[config.mk]
export PLATFORM = sky130hd
export DESIGN_NAME = ivt_timer
export DESIGN_NICKNAME = d
export VERILOG_FILES = /design/src/rtl/ivt_pkg.sv /design/src/rtl/ivt_src_mux.sv /design/src/rtl/ivt_counter.sv /design/src/rtl/ivt_regs.sv /design/src/rtl/ivt_timer.sv
export SDC_FILE = /design/constraint.sdc
export NUM_CORES = 1
export LEC_CHECK = 0
export ABC_CLOCK_PERIOD_IN_PS = 2000
export BUFFER_PORTS_ARGS = -buffer_cell sky130_fd_sc_hd__clkbuf_2
export CAP_MARGIN = 5
export CELL_PAD_IN_SITES_DETAIL_PLACEMENT = 1
export CELL_PAD_IN_SITES_GLOBAL_PLACEMENT = 1
export CORE_AREA = 2 2 66 68
export CTS_BUF_LIST = sky130_fd_sc_hd__clkbuf_8
export DETAILED_ROUTE_END_ITERATION = 12
export DIE_AREA = 0 0 68 70
export PLACE_DENSITY = 0.88
export SYNTH_ARGS = -nofsm -noshare
export SYNTH_HDL_FRONTEND = slang
export SYNTH_SLANG_ARGS = --single-unit
export TNS_END_PERCENT = 30
[constraint.sdc]
create_clock -name clk -period 2 [get_ports clk]
set_input_delay 0.2 -clock clk [delete_from_list [all_inputs] [get_ports clk]]
set_output_delay 0.2 -clock clk [all_outputs]
set_load 0.05 [all_outputs]
[src/rtl/ivt_pkg.sv]
package ivt_pkg;

  typedef enum logic [1:0] {
    SRC_4K  = 2'b00,
    SRC_64  = 2'b01,
    SRC_1S  = 2'b10,
    SRC_1M  = 2'b11
  } ivt_src_e;

  typedef enum logic {
    MODE_LEVEL    = 1'b0,
    MODE_PERIODIC = 1'b1
  } ivt_mode_e;

  localparam int unsigned NUM_SRC = 4;

endpackage

[src/rtl/ivt_src_mux.sv]
module ivt_src_mux
  import ivt_pkg::*;
(
  input  logic [NUM_SRC-1:0] ticks,
  input  ivt_src_e           sel,
  input  logic               rel_short,
  input  logic               rel_long,
  output logic               tick,
  output logic               rel
);

  logic [NUM_SRC-1:0] hit;

  // one-hot gating of each tick source against the select field
  for (genvar s = 0; s < NUM_SRC; s++) begin : g_src
    assign hit[s] = ticks[s] && (sel == ivt_src_e'(s));
  end

  assign tick = |hit;
  // the fastest source owns the short release, all others the long one
  assign rel  = (sel == SRC_4K) ? rel_short : rel_long;

endmodule

[src/rtl/ivt_counter.sv]
module ivt_counter
  import ivt_pkg::*;
#(
  parameter int unsigned CNT_W = 8
) (
  input  logic             clk,
  input  logic             rst_n,
  input  logic             en,
  input  ivt_mode_e        mode,
  input  logic             tick,
  input  logic             rel,
  input  logic             load,
  input  logic [CNT_W-1:0] load_val,
  output logic [CNT_W-1:0] count,
  output logic             pend,
  output logic             zero_evt
);

  localparam logic [CNT_W-1:0] ONE = CNT_W'(1);

  logic [CNT_W-1:0] cnt_q, cnt_d;
  logic             pend_q, pend_d;

  always_comb begin
    cnt_d    = cnt_q;
    pend_d   = pend_q;
    zero_evt = 1'b0;
    if (!en) begin
      pend_d = 1'b0;
    end else if (pend_q) begin
      if (rel) begin
        pend_d = 1'b0;
        cnt_d  = load_val;
      end
    end else if (tick && (cnt_q != '0)) begin
      cnt_d = cnt_q - ONE;
      if (cnt_q == ONE) begin
        zero_evt = 1'b1;
        if (mode == MODE_PERIODIC) pend_d = 1'b1;
      end
    end
    if (load) cnt_d = load_val;
  end

  always_ff @(posedge clk or negedge rst_n) begin
    if (!rst_n) begin
      cnt_q  <= '0;
      pend_q <= 1'b0;
    end else begin
      cnt_q  <= cnt_d;
      pend_q <= pend_d;
    end
  end

  assign count = cnt_q;
  assign pend  = pend_q;


  pend_hold_chk: assert property (@(posedge clk) disable iff (!rst_n)
    (pend_q && en && !rel) |=> pend_q);


  no_rise_chk: assert property (@(posedge clk) disable iff (!rst_n)
    (!load && !(pend_q && rel && en)) |=> (cnt_q <= $past(cnt_q)));


  evt_from_one_chk: assert property (@(posedge clk) disable iff (!rst_n)
    $rose(pend_q) |-> ($past(cnt_q) == ONE));

endmodule

[src/rtl/ivt_regs.sv]
module ivt_regs
  import ivt_pkg::*;
#(
  parameter int unsigned CNT_W  = 8,
  parameter int unsigned ADDR_W = 3
) (
  input  logic              clk,
  input  logic              rst_n,
  input  logic              wr,
  input  logic [ADDR_W-1:0] addr,
  input  logic [3:0]        wdata,
  input  logic [CNT_W-1:0]  count,
  input  logic              zero_evt,
  output logic [3:0]        rdata,
  output logic [CNT_W-1:0]  preset_nxt,
  output logic              load,
  output logic              en,
  output ivt_mode_e         mode,
  output ivt_src_e          sel,
  output logic              ie,
  output logic              flag
);

  localparam int unsigned NIB   = CNT_W / 4;
  localparam int unsigned SET_A = 2 * NIB;
  localparam int unsigned CTL_A = 2 * NIB + 1;

  logic [CNT_W-1:0] preset_q;
  logic [NIB-1:0]   nib_we;
  logic             set_we, ctl_we;

  logic      en_q, en_d;
  logic      keep_q, keep_d;
  logic      flag_q, flag_d;
  logic      ie_q, ie_d;
  ivt_mode_e mode_q, mode_d;
  ivt_src_e  sel_q, sel_d;

  for (genvar i = 0; i < NIB; i++) begin : g_nib
    assign nib_we[i] = wr && (addr == ADDR_W'(i));
    assign preset_nxt[4*i +: 4] = nib_we[i] ? wdata : preset_q[4*i +: 4];
  end

  assign load   = |nib_we;
  assign set_we = wr && (addr == ADDR_W'(SET_A));
  assign ctl_we = wr && (addr == ADDR_W'(CTL_A));

  always_comb begin
    en_d   = en_q;
    keep_d = keep_q;
    flag_d = flag_q;
    ie_d   = ie_q;
    mode_d = mode_q;
    sel_d  = sel_q;
    if (zero_evt) begin
      flag_d = 1'b1;
      if ((mode_q == MODE_LEVEL) && !keep_q) en_d = 1'b0;
    end
    if (set_we) begin
      en_d   = wdata[3];
      mode_d = ivt_mode_e'(wdata[2]);
      sel_d  = ivt_src_e'(wdata[1:0]);
      if (wdata[3] && !en_q) keep_d = flag_q;
    end
    if (ctl_we) begin
      ie_d = wdata[0];
      if (!wdata[1]) flag_d = zero_evt;
    end
  end

  always_ff @(posedge clk or negedge rst_n) begin
    if (!rst_n) begin
      preset_q <= '0;
      en_q     <= 1'b0;
      keep_q   <= 1'b0;
      flag_q   <= 1'b0;
      ie_q     <= 1'b0;
      mode_q   <= MODE_LEVEL;
      sel_q    <= SRC_4K;
    end else begin
      if (load) preset_q <= preset_nxt;
      en_q   <= en_d;
      keep_q <= keep_d;
      flag_q <= flag_d;
      ie_q   <= ie_d;
      mode_q <= mode_d;
      sel_q  <= sel_d;
    end
  end

  always_comb begin
    rdata = '0;
    for (int i = 0; i < NIB; i++) begin
      if (addr == ADDR_W'(i))       rdata = preset_q[4*i +: 4];
      if (addr == ADDR_W'(NIB + i)) rdata = count[4*i +: 4];
    end
    if (addr == ADDR_W'(SET_A)) rdata = {en_q, mode_q, sel_q};
    if (addr == ADDR_W'(CTL_A)) rdata = {2'b00, flag_q, ie_q};
  end

  assign en   = en_q;
  assign mode = mode_q;
  assign sel  = sel_q;
  assign ie   = ie_q;
  assign flag = flag_q;


  flag_cause_chk: assert property (@(posedge clk) disable iff (!rst_n)
    $rose(flag_q) |-> $past(zero_evt));


  level_stop_chk: assert property (@(posedge clk) disable iff (!rst_n)
    (zero_evt && (mode_q == MODE_LEVEL) && !keep_q && !set_we) |=> !en_q);


  keep_run_chk: assert property (@(posedge clk) disable iff (!rst_n)
    (zero_evt && keep_q && !set_we) |=> en_q);

endmodule

[src/rtl/ivt_timer.sv]
module ivt_timer
  import ivt_pkg::*;
#(
  parameter int unsigned CNT_W  = 8,
  parameter int unsigned ADDR_W = 3
) (
  input  logic              clk,
  input  logic              rst_n,
  input  logic              tick_4k,
  input  logic              tick_64,
  input  logic              tick_1s,
  input  logic              tick_1m,
  input  logic              rel_short,
  input  logic              rel_long,
  input  logic              reg_wr,
  input  logic [ADDR_W-1:0] reg_addr,
  input  logic [3:0]        reg_wdata,
  output logic [3:0]        reg_rdata,
  output logic              irq_n
);

  logic [CNT_W-1:0] count, preset_nxt;
  logic             load, en, ie, flag, pend, zero_evt, tick, rel;
  ivt_mode_e        mode;
  ivt_src_e         sel;

  ivt_src_mux u_mux (
    .ticks     ({tick_1m, tick_1s, tick_64, tick_4k}),
    .sel       (sel),
    .rel_short (rel_short),
    .rel_long  (rel_long),
    .tick      (tick),
    .rel       (rel)
  );

  ivt_regs #(.CNT_W(CNT_W), .ADDR_W(ADDR_W)) u_regs (
    .clk        (clk),
    .rst_n      (rst_n),
    .wr         (reg_wr),
    .addr       (reg_addr),
    .wdata      (reg_wdata),
    .count      (count),
    .zero_evt   (zero_evt),
    .rdata      (reg_rdata),
    .preset_nxt (preset_nxt),
    .load       (load),
    .en         (en),
    .mode       (mode),
    .sel        (sel),
    .ie         (ie),
    .flag       (flag)
  );

  ivt_counter #(.CNT_W(CNT_W)) u_cnt (
    .clk      (clk),
    .rst_n    (rst_n),
    .en       (en),
    .mode     (mode),
    .tick     (tick),
    .rel      (rel),
    .load     (load),
    .load_val (preset_nxt),
    .count    (count),
    .pend     (pend),
    .zero_evt (zero_evt)
  );

  assign irq_n = !(ie && ((mode == MODE_PERIODIC) ? pend : flag));


  irq_gate_chk: assert property (@(posedge clk) disable iff (!rst_n)
    (!irq_n) |-> (flag || pend));

endmodule

## Yosys cells after proc, flatten, opt, wreduce, memory -nomap -nowiden

Index checks and enable logic that the tools add are counted.

| word-level totals | value |
|---|---|
| bits in registers | 24 |
| input bits | 16 |
| output and inout bits | 5 |
| word-level logic and storage cells | 79 |

| operators by class | value |
|---|---|
| $add $sub $neg | 1 |
| eq/ne operators | 10 |
| muxes and demuxes | 31 |
| bitwise gates (word level) | 1 |
| reductions and logical operators | 27 |

Operators with widths:

| operator | number |
|---|---|
| $mux W8 | 5 |
| $mux W4 | 8 |
| $mux W1 | 18 |
| $logic_and A1 B1 Y1 | 12 |
| $eq A8 B1 Y1 const B | 1 |
| $reduce_bool A8 Y1 | 1 |
| $sub A8 B1 Y8 const B | 1 |
| $eq A3 B2 Y1 const B | 2 |
| $eq A3 B3 Y1 const B | 2 |
| $reduce_bool A2 Y1 | 3 |
| $eq A2 B2 Y1 const B | 2 |
| $reduce_and A2 Y1 | 2 |
| $reduce_or A4 Y1 | 1 |
| $eq A3 B1 Y1 const B | 1 |
| $logic_not A1 Y1 | 3 |
| $logic_not A3 Y1 | 1 |
| $ne A3 B3 Y1 const B | 1 |
| $reduce_and A3 Y1 | 1 |
| $reduce_bool A3 Y1 | 1 |
| $eq A2 B1 Y1 const B | 1 |
| $logic_not A2 Y1 | 1 |
| $reduce_or A2 Y1 | 1 |
| $not A1 Y1 | 1 |

## Longest topological paths before layout

| logic depth | value |
|---|---|
| word-level depth | 10 |
| mapped depth | 8 |
| depth with buffers taken out | 7 |

## Cells and area by module

From an unflattened synthesis, not the netlist that was laid out.

| second synthesis, totals | value |
|---|---|
| cell total of the unflattened synthesis | 157 |
| area total of the unflattened synthesis | 1674.1 um2 |

Modules (own cells, without submodules):

| module | times used | cells each | area an instance (um2) | seq. area each (um2) |
|---|---|---|---|---|
| ivt_regs | 1 | 81 | 955.9 | 375.4 |
| ivt_counter | 1 | 71 | 665.6 | 225.2 |
| ivt_src_mux | 1 | 3 | 37.5 | 0.0 |
| ivt_timer | 1 | 2 | 15.0 | 0.0 |

## Worst setup path before layout

Ideal clock, no wire load.

| timing path | value |
|---|---|
| path kind | input-to-output |
| start point | input reg_addr[0] |
| end point | output reg_rdata[3] |
| data arrival time | 2.036 ns |
| required time | 1.800 ns |
| path slack | -0.236 ns |
| stages | 6 |
| buffers on the path | 1 |
| path through | clkbuf_1 > mux2_2 > o22ai_1 > nor2_1 > a21oi_1 > o21ai_0 |

| between the ends | value |
|---|---|
| word-level cells in the longest chain between the ends | 7 |
| elaborated cells on any way between the ends | 12 |
| those cells by class | eq/ne: 5; mux: 6; reduce/logical: 1 |

Ends and longest elaborated chain:

| element | RTL line | RTL |
|---|---|---|
| start: declaration | ivt_timer.sv:16 | `input logic [ADDR_W-1:0] reg_addr,` |
| $logic_not A3 Y1 | ivt_regs.sv:94 | `if (addr == ADDR_W'(i)) rdata = preset_q[4*i +: 4];` |
| $mux W4 | ivt_regs.sv:94 |  |
| $mux W4 | ivt_regs.sv:95 | `if (addr == ADDR_W'(NIB + i)) rdata = count[4*i +: 4];` |
| $mux W4 | ivt_regs.sv:94 |  |
| $mux W4 | ivt_regs.sv:95 |  |
| $mux W4 | ivt_regs.sv:97 | `if (addr == ADDR_W'(SET_A)) rdata = {en_q, mode_q, sel_q};` |
| $mux W4 (*) | ivt_regs.sv:98 | `if (addr == ADDR_W'(CTL_A)) rdata = {2'b00, flag_q, ie_q};` |
| end: declaration | ivt_timer.sv:18 | `output logic [3:0] reg_rdata,` |

Every way passes the cells marked *; elsewhere a longest branch is shown, timed or not.

## Worst setup path in the final report

| timing path | value |
|---|---|
| start point | register u_regs.sel_q[0], in the netlist u_regs.sel[0] |
| end point | register u_cnt.cnt_q[0], in the netlist u_cnt.count[0] |

| between the ends | value |
|---|---|
| word-level cells in the longest chain between the ends | 6 |
| elaborated cells on any way between the ends | 14 |
| those cells by class | eq/ne: 4; mux: 1; reduce/logical: 9 |

Ends and longest elaborated chain:

| element | RTL line | RTL |
|---|---|---|
| start: declaration | ivt_regs.sv:37 | `ivt_src_e sel_q, sel_d;` |
| start signal: assignment | ivt_regs.sv:87 | `sel_q <= sel_d;` |
| $eq A2 B1 Y1, or another cell as far along | ivt_src_mux.sv:16 | `assign hit[s] = ticks[s] && (sel == ivt_src_e'(s));` |
| $logic_and A1 B1 Y1 | ivt_src_mux.sv:16 |  |
| $reduce_or A4 Y1 | ivt_src_mux.sv:19 | `assign tick = \|hit;` |
| $logic_and A1 B1 Y1 | ivt_counter.sv:35 | `end else if (tick && (cnt_q != '0)) begin` |
| $reduce_bool A3 Y1 (no line) | - |  |
| $reduce_and A3 Y1 (no line) (*) | - |  |
| end signal: assignment | ivt_counter.sv:50 | `cnt_q <= cnt_d;` |
| end: declaration | ivt_counter.sv:21 | `logic [CNT_W-1:0] cnt_q, cnt_d;` |

Marked as above.
A chain may end at the register's enable or synchronous reset.

==> impl_metrics.py <==
metrics = {
    "critical_path": {
        "critPathSlowestCell": "or3_4",
        "crit_family": "compound AO/OA/AOI/OAI gates",
        "arrival_ns": 2.15,
        "required_ns": 2.16,
        "worstSetupEndpoint": "u_cnt.count[0]",
        "r2r_end": "u_cnt.count[0]",
        "startpoint": "u_regs.sel[0]",
        "crit_path_cell_trace": "mux2i_1 > a221o_1 > or3_4 > a2111oi_2 > a311oi_1",
        "path_buf_inv": 0,
        "critical_path_class": "reg -> reg",
        "critPathMaxStageDelay_ns": 0.46,
        "cp-end-kind": "flop",
        "worstReg2RegStart": "u_regs.sel[0]",
        "critPathMaxFanout": 5,
        "startpoint_type": "flop",
        "r2r_setup_slack_ns": 0.01,
        "r2r_cells": 5,
        "worstSetupPathDepth": 5,
    },
    "synth": {
        "syn-num-nets": 194,
        "synth_cell_types": 49,
        "ys_warn_count": 0,
        "synth_top_area_frac": 0.3741,
        "synth-edff-count": 0,
        "ys_ff_latch": 24,
        "async_flop_share": 1.000,
        "postSynthCellCount": 175,
        "seq_area_frac_synth": 0.3741,
        "synth_area_leaders": "dfrtp_1 37%, mux2_2 11%, nor2_1 4.4%",
        "avgSynthCellArea_um2": 9.173,
        "yosysTopAreaCell": "dfrtp_1",
        "yosys_most_used_dff": "dfrtp_1",
        "synth_area_mm2": 0.001605,
    },
    "pwr": {
        "p_int_mw": 1.305,
        "power.total_mw": 2.188,
        "combPwrFrac": 0.466,
        "clkPwrFrac": 0.204,
        "irDropWorstVdd_mv": 0.3852,
        "p_seq_frac": 0.330,
        "switching_share": 0.4037,
        "p_switching_mw": 0.8834,
        "p_per_area_mw_per_mm2": 1061,
        "total_leakage_power_nw": 0.9079,
    },
    "clock_network": {
        "clk_pin_slew_ns": 0.10,
        "clockRootBuffer": "clkbuf_8",
        "cts.htree.levels": 1,
        "cts_sinks": 24,
        "tritoncts": "yes",
        "clockBufferDepth": 2,
        "cts_made_buffers": 3,
        "clk_latency_ns": 0.28,
    },
    "global_routing": {
        "grt_use_met2": 0.4401,
        "grt.met1_usage": 0.3092,
        "grt.total_usage": 0.2567,
        "grt_antenna_before_repair": 0,
        "grt_pass1_vias": 1802,
        "overflow": 0,
        "grt_max_degree": 25,
        "grt_pass1_wl_um": 9204,
        "gr-max-usage-layer": "met2",
        "use_met3": 0.03865,
    },
    "floorplanning": {
        "rows": 24,
        "design.die.area_mm2": 0.004760,
        "die_y_um": 70,
        "fp.dieW_um": 68,
        "fp.coreArea_mm2": 0.004144,
        "ios": 21,
        "start_util": 0.3874,
    },
    "placed_design": {
        "dp.final_hpwl_um": 4060,
        "place_inst": 261,
        "place_congestion": 0.8625,
        "io_buffers": 20,
        "placed_cell_area_mm2": 0.001903,
    },
    "timing": {
        "fmax_ghz": 0.5032,
        "final-setup-viol-count": 0,
        "slew_viol_final": 0,
        "finalCritPeriodShare": 0.9936,
        "rsz0062_at_grt": "yes",
        "fin_crit_ns": 1.987,
        "relSlewSlack": 0.5540,
        "finalHoldViolations": 0,
        "worst_pin_slew_ns": 0.6661,
        "finalClockSkew_ns": 0.005569,
        "tns_ns": 0,
    },
    "final_layout": {
        "drive_gt1_frac": 0.3716,
        "stdcell_area_mm2": 0.002063,
        "area.growth.synth_to_final_pct": 28.53,
        "fin_cells": 270,
        "nets": 238,
        "antennaDiodeCount": 0,
    },
    "drt": {
        "vias": 1682,
        "first_iter_violations": 124,
        "wire_per_inst_um": 22.23,
        "drt_first_pass_iters": 4,
        "ant_nets": 0,
        "vias_per_cell": 6.230,
        "drc": 0,
        "finalWirelength_um": 6002,
    },
    "min_path": {
        "hold_path.class": "in -> reg",
    },
    "job": {
        "cap_violations": 0,
    },
    "outcome": {
        "status": "finished clean",
    },
}
## layout by cell type (no fill, tap or decap), drive strengths merged, types with 4 or more instances in the layout
| cell | n |
|---|---|
| buf | 29 |
| dfrtp | 24 |
| clkbuf | 22 |
| nor2 | 20 |
| mux2 | 15 |
| nand2 | 13 |
| o21ai | 12 |
| inv | 8 |
| nand3 | 5 |
| a21oi | 5 |
| o22ai | 4 |
| mux2i | 4 |
| nor3 | 4 |
## worst reg2reg max path, stage by stage, from the launching register on
cell and delay, ns:
dfrtp_2 0.44, mux2i_1 0.14, a221o_1 0.43, or3_4 0.46, a2111oi_2 0.32, a311oi_1 0.08
## state kept, by name (all words and copies together) (netlist names)
register / cells
u_regs.sel: 2
u_regs.mode: 1
u_cnt.count: 8
u_cnt.pend: 1
u_regs.en: 1
u_regs.preset_q: 8
u_regs.keep_q: 1
u_regs.flag: 1
u_regs.ie: 1
## kinds of logic after synthesis
kind of cell / Yosys count / synth area share
simple gates: 66 / 0.2151
compound gates: 43 / 0.1902
buf+inv: 19 / 0.05300
fa+ha+maj: 3 / 0.02339
mux: 20 / 0.1442
flops: 24 / 0.3741
## worst min path at each step
| stage | end | start | cells past startpoint | slack, ns |
|---|---|---|---|---|
| after floorplan | u_cnt.count[0] | rst_n | 0 | -0.1 |
| after global placement | u_regs.sel[0] | rst_n | 1 | 0.25 |
| after detailed placement | u_regs.sel[0] | rst_n | 1 | 0.25 |
| after CTS | u_regs.mode | reg_wdata[2] | 3 | 0.19 |
| after global routing | u_regs.mode | reg_wdata[2] | 3 | 0.20 |
| final | u_regs.mode | reg_wdata[2] | 3 | 0.19 |
## synth_stat cells (2+ instances only)
cell	n
nor3_1	4
buf_2	2
nand2b_1	3
a2111oi_0	2
nor2_1	19
o221ai_1	2
clkbuf_1	6
nand2_1	13
ha_1	3
and3_1	3
mux2i_1	4
a21oi_1	5
inv_1	8
o22ai_1	4
dfrtp_1	24
mux2_2	15
o31ai_1	2
nor4_1	2
o21ai_0	12
nand3_1	5
nor3b_1	2
nor2b_1	3
a311o_1	2
nand4_1	2
o211ai_1	3
nor4b_1	2
## cell type report
class	instances	area (µm²)
Clock buffer	3	41.29
Clock inverter	1	30.03
Multi-Input combinational cell	133	974.7
Fill cell	493	2081
Tap cell	52	65.06
Inverter	8	30.03
Sequential cell	24	601.8
Timing Repair Buffer	49	320.3
## power groups by stage
stage / Clock [mW] / Sequential, mW / Combinational, mW
floorplan: 0 / 0.707 / 0.531
global placement: 0 / 0.712 / 0.853
detailed placement: 0 / 0.723 / 0.893
CTS: 0.448 / 0.718 / 0.947
global route: 0.476 / 0.734 / 1.09
finish: 0.446 / 0.722 / 1.02
## repair_timing
action / in CTS / in global routing
hold endpoints to repair: 24 / 0
pin swaps: 1 / 7
setup endpoints to repair: 6 / 7
setup buffers: 1 / 2
gates cloned: 0 / 1
hold buffers: 1 / 0
resized for setup: 5 / 8
## per-stage QoR
stage	hold WS [ns]	utilization	setup WS, ns
global route	0.2032	0.4979	-0.06915
finish	0.1945	0.4979	0.01280
global placement	0.2479	0.4592	0.01597
detailed placement	0.2493	0.4592	-0.1533
CTS	0.1943	0.4861	-0.02261
floorplan	-0.09559	-	-0.1023
## layer usage
metal,wire (µm),vias up
met1,2400,856
met3,277,21
li1,-,738
met4,227,0
met5,0,-
met2,3097,67
(Power assumes the default switching activity.)
